[config.mk]
export PLATFORM = sky130hd
export DESIGN_NAME = flash_wp_ctrl
export DESIGN_NICKNAME = d
export VERILOG_FILES = /design/src/rtl/flash_wp_pkg.sv /design/src/rtl/wp_zone_decode.sv /design/src/rtl/wp_cmd_gate.sv /design/src/rtl/wp_state_reg.sv /design/src/rtl/flash_wp_ctrl.sv
export SDC_FILE = /design/constraint.sdc
export NUM_CORES = 1
export LEC_CHECK = 0
export ABC_CLOCK_PERIOD_IN_PS = 1220
export BUFFER_PORTS_ARGS = -buffer_cell sky130_fd_sc_hd__buf_2
export CORE_MARGIN = 2
export CORE_UTILIZATION = 26
export CTS_CLUSTER_SIZE = 30
export DETAILED_ROUTE_END_ITERATION = 8
export PLACE_DENSITY = 0.84
export REMOVE_ABC_BUFFERS = 1
export SYNTH_ARGS = -nofsm -noshare
export SYNTH_HDL_FRONTEND = slang
export SYNTH_SLANG_ARGS = --single-unit
[constraint.sdc]
create_clock -name clk -period 1.22 [get_ports clk]
set_input_delay 0.122 -clock clk [delete_from_list [all_inputs] [get_ports clk]]
set_output_delay 0.122 -clock clk [all_outputs]
set_load 0.005 [all_outputs]
[src/rtl/flash_wp_pkg.sv]
package flash_wp_pkg;
    localparam int SR_W       = 8;
    localparam int BIT_LOCK   = 7;
    localparam int BIT_ZONE_H = 3;
    localparam int BIT_ZONE_L = 2;
    localparam int BIT_WEL    = 1;
    localparam int BIT_BUSY   = 0;

    typedef struct packed {
        logic       lock;
        logic [1:0] zone;
        logic       wel;
    } wp_state_t;

    typedef struct packed {
        logic       set_wel;
        logic       clr_wel;
        logic       load_sr;
    } wp_ctl_t;
endpackage

[src/rtl/wp_zone_decode.sv]
module wp_zone_decode #(
    parameter int ADDR_W = 18
) (
    input  logic [1:0]        zone,
    input  logic [ADDR_W-1:0] addr,
    output logic              in_zone,
    output logic              any_zone
);
    localparam int TOP = ADDR_W - 1;

    logic [1:0] top2;
    assign top2 = addr[TOP -: 2];

    always_comb begin
        case (zone)
            2'b00:   in_zone = 1'b0;
            2'b01:   in_zone = (top2 == 2'b11);
            2'b10:   in_zone = top2[1];
            default: in_zone = 1'b1;
        endcase
    end

    assign any_zone = |zone;
endmodule

[src/rtl/wp_cmd_gate.sv]
module wp_cmd_gate
    import flash_wp_pkg::*;
(
    input  wp_state_t st,
    input  logic      cmd_wren,
    input  logic      cmd_wrdi,
    input  logic      cmd_wrsr,
    input  logic      cmd_pp,
    input  logic      cmd_se,
    input  logic      cmd_be,
    input  logic      wp_n,
    input  logic      in_zone,
    input  logic      any_zone,
    output logic      cmd_accept,
    output logic      cmd_reject,
    output wp_ctl_t   ctl
);
    logic hw_locked;
    logic sr_ok;
    logic pe_ok;
    logic be_ok;

    assign hw_locked = st.lock & ~wp_n;
    assign sr_ok     = st.wel & ~hw_locked;
    assign pe_ok     = st.wel & ~in_zone;
    assign be_ok     = st.wel & ~any_zone;

    always_comb begin
        cmd_accept  = 1'b0;
        cmd_reject  = 1'b0;
        ctl         = '0;
        if (cmd_wren) begin
            cmd_accept  = 1'b1;
            ctl.set_wel = 1'b1;
        end else if (cmd_wrdi) begin
            cmd_accept  = 1'b1;
            ctl.clr_wel = 1'b1;
        end else if (cmd_wrsr) begin
            cmd_accept  = sr_ok;
            cmd_reject  = ~sr_ok;
            ctl.load_sr = sr_ok;
            ctl.clr_wel = sr_ok;
        end else if (cmd_pp | cmd_se) begin
            cmd_accept  = pe_ok;
            cmd_reject  = ~pe_ok;
            ctl.clr_wel = pe_ok;
        end else if (cmd_be) begin
            cmd_accept  = be_ok;
            cmd_reject  = ~be_ok;
            ctl.clr_wel = be_ok;
        end
    end
endmodule

[src/rtl/wp_state_reg.sv]
module wp_state_reg
    import flash_wp_pkg::*;
(
    input  logic            clk,
    input  logic            rst_n,
    input  wp_ctl_t         ctl,
    input  logic [SR_W-1:0] sr_data,
    output wp_state_t       st_q
);
    wp_state_t st_d;

    always_comb begin
        st_d = st_q;
        if (ctl.load_sr) begin
            st_d.lock = sr_data[BIT_LOCK];
            st_d.zone = sr_data[BIT_ZONE_H:BIT_ZONE_L];
        end
        if (ctl.set_wel)      st_d.wel = 1'b1;
        else if (ctl.clr_wel) st_d.wel = 1'b0;
    end

    always_ff @(posedge clk or negedge rst_n) begin
        if (!rst_n) st_q <= '0;
        else        st_q <= st_d;
    end
endmodule

[src/rtl/flash_wp_ctrl.sv]
module flash_wp_ctrl
    import flash_wp_pkg::*;
#(
    parameter int ADDR_W = 18
) (
    input  logic              clk,
    input  logic              rst_n,
    input  logic              cmd_wren,
    input  logic              cmd_wrdi,
    input  logic              cmd_wrsr,
    input  logic              cmd_pp,
    input  logic              cmd_se,
    input  logic              cmd_be,
    input  logic [ADDR_W-1:0] addr,
    input  logic [7:0]        sr_data,
    input  logic              wp_n,
    input  logic              busy,
    output logic              cmd_accept,
    output logic              cmd_reject,
    output logic [7:0]        status
);
    wp_state_t st_q;
    wp_ctl_t   ctl;
    logic      in_zone;
    logic      any_zone;

    wp_zone_decode #(.ADDR_W(ADDR_W)) u_zone (
        .zone     (st_q.zone),
        .addr     (addr),
        .in_zone  (in_zone),
        .any_zone (any_zone)
    );

    wp_cmd_gate u_gate (
        .st         (st_q),
        .cmd_wren   (cmd_wren),
        .cmd_wrdi   (cmd_wrdi),
        .cmd_wrsr   (cmd_wrsr),
        .cmd_pp     (cmd_pp),
        .cmd_se     (cmd_se),
        .cmd_be     (cmd_be),
        .wp_n       (wp_n),
        .in_zone    (in_zone),
        .any_zone   (any_zone),
        .cmd_accept (cmd_accept),
        .cmd_reject (cmd_reject),
        .ctl        (ctl)
    );

    wp_state_reg u_state (
        .clk     (clk),
        .rst_n   (rst_n),
        .ctl     (ctl),
        .sr_data (sr_data),
        .st_q    (st_q)
    );

    always_comb begin
        status                          = '0;
        status[BIT_LOCK]                = st_q.lock;
        status[BIT_ZONE_H:BIT_ZONE_L]   = st_q.zone;
        status[BIT_WEL]                 = st_q.wel;
        status[BIT_BUSY]                = busy;
    end
endmodule

Yosys cells after proc, flatten, opt, wreduce, memory -nomap -nowiden
Cells that the tools add are included.
Widths: inputs -> output; s select.
{"block": "op_classes", "n_eq_ne": 3, "mux": 17, "bitwise_logic": 12, "n_reduce_logical": 3}
{"operator": "$mux 1", "n": 15}
{"operator": "$not 1->1", "n": 7}
{"operator": "$and 1x1->1", "n": 4}
{"operator": "$eq 2x2->1 const B", "n": 2}
{"operator": "$pmux 1 s3", "n": 1}
{"operator": "$eq 2x1->1 const B", "n": 1}
{"operator": "$logic_not 2->1", "n": 1}
{"operator": "$mux 2", "n": 1}
{"operator": "$reduce_bool 2->1", "n": 1}
{"operator": "$reduce_or 2->1", "n": 1}
{"operator": "$or 1x1->1", "n": 1}
{"block": "totals", "reg_bits": 4, "elab_cells": 38}

Logic depth before layout (Yosys ltp)
{"block": "depth", "word_depth": 10, "mapped_depth": 3, "ltp_nobuf": 3}

Hierarchy
Synthesis repeated with hierarchy kept, for this count alone.
{"block": "hier_totals", "cells_unflattened": 36, "hier_area_um2": 316.6}
{"mod": "wp_state_reg", "instances": 1, "cells_per_inst": 9, "area_per_inst_um2": 145.1}
{"mod": "wp_cmd_gate", "instances": 1, "cells_per_inst": 18, "area_per_inst_um2": 117.6}
{"mod": "flash_wp_ctrl", "instances": 1, "cells_per_inst": 5, "area_per_inst_um2": 33.8}
{"mod": "wp_zone_decode", "instances": 1, "cells_per_inst": 4, "area_per_inst_um2": 20.0}

Least setup slack after synthesis
Ideal clock, no wire load.
{"block": "synth_path", "path_kind": "flip-flop to flip-flop", "startpoint": "register, netlist name u_state.st_q[3]", "endpoint": "register, netlist name u_state.st_q[1]", "setup_time_ns": 0.125, "arrival_time_ns": 1.132, "slack_ns": -0.037, "stages_incl_launch_ff": 4, "path_buffers": 0, "path_cell_list": "dfrtp_1 nor2b_4 nor4_4 mux2_2"}
{"block": "synth_between", "elab_chain_len": 6}
{"item": "$and 1x1->1", "line_no": "wp_cmd_gate.sv:23", "rtl": "assign hw_locked = st.lock & ~wp_n;"}
{"item": "$not 1->1", "line_no": "wp_cmd_gate.sv:24", "rtl": "assign sr_ok = st.wel & ~hw_locked;"}
{"item": "$and 1x1->1", "line_no": "wp_cmd_gate.sv:24"}
{"item": "$mux 1", "line_no": "wp_cmd_gate.sv:38", "rtl": "end else if (cmd_wrsr) begin"}
{"item": "$mux 1", "line_no": "wp_cmd_gate.sv:35", "rtl": "end else if (cmd_wrdi) begin"}
{"item": "$mux 2", "line_no": "wp_cmd_gate.sv:32", "rtl": "if (cmd_wren) begin"}
Every way passes these cells.
A chain may end at the register's enable or synchronous reset.

Worst setup path after layout
{"block": "layout_path", "startpoint": "register, netlist name u_state.st_q[2]", "endpoint": "output port cmd_reject"}
{"block": "layout_between", "elab_chain_len": 9, "elab_cells_between_ends": 16, "classes_between": "eq/ne: 2; mux: 6; bitwise: 6; reduce/logical: 2"}
{"item": "$eq 2x2->1 (tied with other cells)", "line_no": "wp_zone_decode.sv:15", "rtl": "case (zone)"}
{"item": "$pmux 1 s3 or $not 1->1 (tied branches)", "line_no": "wp_zone_decode.sv:15, wp_cmd_gate.sv:26"}
{"item": "$not 1->1 or $and 1x1->1 (tied branches)", "line_no": "wp_cmd_gate.sv:25, wp_cmd_gate.sv:26"}
{"item": "$and 1x1->1 or $not 1->1 (tied branches)", "line_no": "wp_cmd_gate.sv:25, wp_cmd_gate.sv:49"}
{"item": "$not 1->1 or $mux 1 (tied branches)", "line_no": "wp_cmd_gate.sv:45, wp_cmd_gate.sv:47"}
{"item": "$mux 1 (*)", "line_no": "wp_cmd_gate.sv:43", "rtl": "end else if (cmd_pp | cmd_se) begin"}
{"item": "$mux 1 (*)", "line_no": "wp_cmd_gate.sv:38"}
{"item": "$mux 1 (*)", "line_no": "wp_cmd_gate.sv:35"}
{"item": "$mux 1 (*)", "line_no": "wp_cmd_gate.sv:32"}
{"item": "to (decl)", "line_no": "flash_wp_ctrl.sv:19", "rtl": "output logic cmd_reject,"}
Every way passes the cells marked *; elsewhere a longest branch is shown, timed or not.

==> impl_metrics.toml <==
[status]
status = "finished, violations left"
violations = "negative setup slack"

[pwr]
vdd_drop_max_mv = 0.5686
power.density_nw_per_um2 = 1153
leakage_nw = 0.2888
power_w = 0.0006231

[drt]
drtAntennaViolNets = 0
wl_met3_um = 62
initialDrtViolationCount = 1
maxUsedRoutingLayer = "met3"
wl_met1_um = 337
avgViaCountPerCell = 4.513
vias = 343
routed_wl_um = 827
wire_per_inst_um = 10.88
wl_met2_um = 427
dr.pass1.iters = 2
route.detailed.drc = 0

[critical_path]
crit_slowest_cell = "dfrtp_2"
worstSetupEndpointType = "output port"
r2r_cells = 4
r2r-start = "u_state.st_q[0]"
cp_slowest_stage_delay_ns = 0.42
crit_arrival_ns = 1.27
critPathLaunchType = "register"
worstPathRequired_ns = 1.10
crit_fanout = 4
path_class = "reg -> out"
cp-startpoint = "u_state.st_q[2]"
path_cells = "a2bb2oi_2, o211ai_1, o211a_1, buf_2"

[sta]
fmax_ghz = 0.7161
rsz0062_at_grt = "yes"
setup_viol = 6
hold_viol = 0
skew_ns = 0.002143
period_share = 1.145
final_max_slew_viol_count = 0
hold_slack_ns = 0.1296
period_minus_slack_ns = 1.396
layout_setup_ws_ns = -0.1765

[layout]
area_growth_pct = 60.00
layout_top_registers = "u_state.st_q: 4 flops"
top_register = "u_state.st_q"
num_antenna_cells = 0
mostFrequentLayoutCell = "buf_2"
most-common-layout-cells = "19 x buf_2, 5 x buf_4, 4 x inv_1"
instances_no_fill = 76
largest_reg_flops = 4
drive_above_1_share = 0.6452
final_net_count = 100

[clock_network]
worstSkewPairLatency_ns = 0.23
clockBufferDepth = 2
cts_made_buffers = 3
clkTransAtPathRegs_ns = 0.03
root_buffer = "clkbuf_4"
h-tree-depth = 1
tritoncts = "built"
cts_sinks = 4

[yosys]
synth_flop_cell = "dfrtp_1"
synth_edf_count = 0
syn-cell-area_um2 = 337.8
synth-async-reset-ratio = 1.000
synth_area_per_cell_um2 = 9.936
yosysSeqAreaShare = 0.2963
ys_types = 19
syn_inst = 34
ys_warn_count = 0
synth-seq-cells = 4

[min_path]
holdPathStages = 2
hold_class = "in -> reg"
hold_start = "sr_data[3]"

[run]
maxCapViolations = 0

[floorplanning]
core-area_um2 = 1156
die-area_um2 = 1604
rows = 12
chipWidth_um = 40.05
start_util = 0.2922
chipHeight_um = 40.05
io_pins = 46

[grt]
grt_use_total = 0.1321
grt_max_degree = 6
grt_pass1_vias = 336
gr-total-overflow = 0
antenna_found_initial = 0
grt_pass1_wl_um = 1359

[place]
dp_hpwl_um = 659.5
pre_cts_ws_ns = -0.1022
gp_congestion = 0.6679
post-place-cells = 68
io_buffers = 19
==> critical path, delay by kind of cell, from the launching register on <==
family	cells	cell delay, ns
buffers and inverters	1	0.12
DFF	1	0.42
AOI/OAI and AO/OA	3	0.51
==> cell families (layout without fill, tap and decap cells) <==
| family | count (synthesis) | count (layout) | share of synthesized area |
|---|---|---|---|
| buffers and inverters | 8 | 34 | 0.1333 |
| and+or+nand+nor | 8 | 8 | 0.2148 |
| DFF | 4 | 4 | 0.2963 |
| other | 1 | 3 | 0.01110 |
| muxes | 3 | 3 | 0.09999 |
| AOI/OAI and AO/OA | 10 | 10 | 0.2444 |
==> through the flow <==
stage               setup TNS [ns]  instance area, µm²    util
CTS                        -0.6007               536.8  0.4643
floorplan                  -0.1100               315.3       -
detailed placement         -0.3065               450.4  0.3896
global route                -1.050               540.5  0.4675
finish                     -0.5605               540.5  0.4675
global placement           -0.1718               450.4  0.3896
==> report_power, final <==
part / leakage [nW] / switching [W] / internal [W]
clock network: 0.0138 / 0.0000472 / 0.000110
registers: 0.0453 / 0.0000344 / 0.000166
logic: 0.230 / 0.0000986 / 0.000167
total: 0.289 / 0.000180 / 0.000443
==> per-layer routing <==
| layer | track usage | up-vias |
|---|---|---|
| met5 | 0 | - |
| met1 | 0.1525 | 152 |
| met3 | 0.03889 | 0 |
| li1 | - | 176 |
| met4 | 0.07759 | 0 |
| met2 | 0.2137 | 15 |
==> layout make-up <==
| cell class | count | area [µm²] |
|---|---|---|
| flip-flops and latches | 4 | 102.6 |
| fillers | 108 | 615.6 |
| repair buffers | 27 | 165.2 |
| multi-input cells | 24 | 217.7 |
| clock buffers | 3 | 22.52 |
| well taps | 14 | 17.52 |
| inverters | 4 | 15.01 |
==> path summary, 6_finish.rpt <==
path | slack (ns) | endpoint
worst min-delay path | 0.13 | u_state.st_q[2]
worst min register to register | 0.62 | u_state.st_q[3]
max in group asynchronous | 0.86 | u_state.st_q[2]
worst max-delay path | -0.18 | cmd_reject
worst max register to register | -0.07 | u_state.st_q[3]
min in group asynchronous | 0.23 | u_state.st_q[0]
==> repair_timing <==
item | in CTS | in global routing
resized for setup | 7 | 1
setup buffers | 4 | 0
hold endpoints to repair | 4 | 0
hold buffers | 1 | 0
pin swaps | 6 | 0
setup endpoints to repair | 5 | 6
==> cell usage after synthesis, types with 2 or more instances <==
cell type  instances  area (µm²)
nor2_1             2       7.510
mux2_2             3       33.78
o211ai_1           3       22.52
buf_4              4       30.03
o211a_1            2       20.02
inv_1              4       15.01
dfrtp_1            4       100.1
Note: power is estimated with default switching activity, not from simulation.
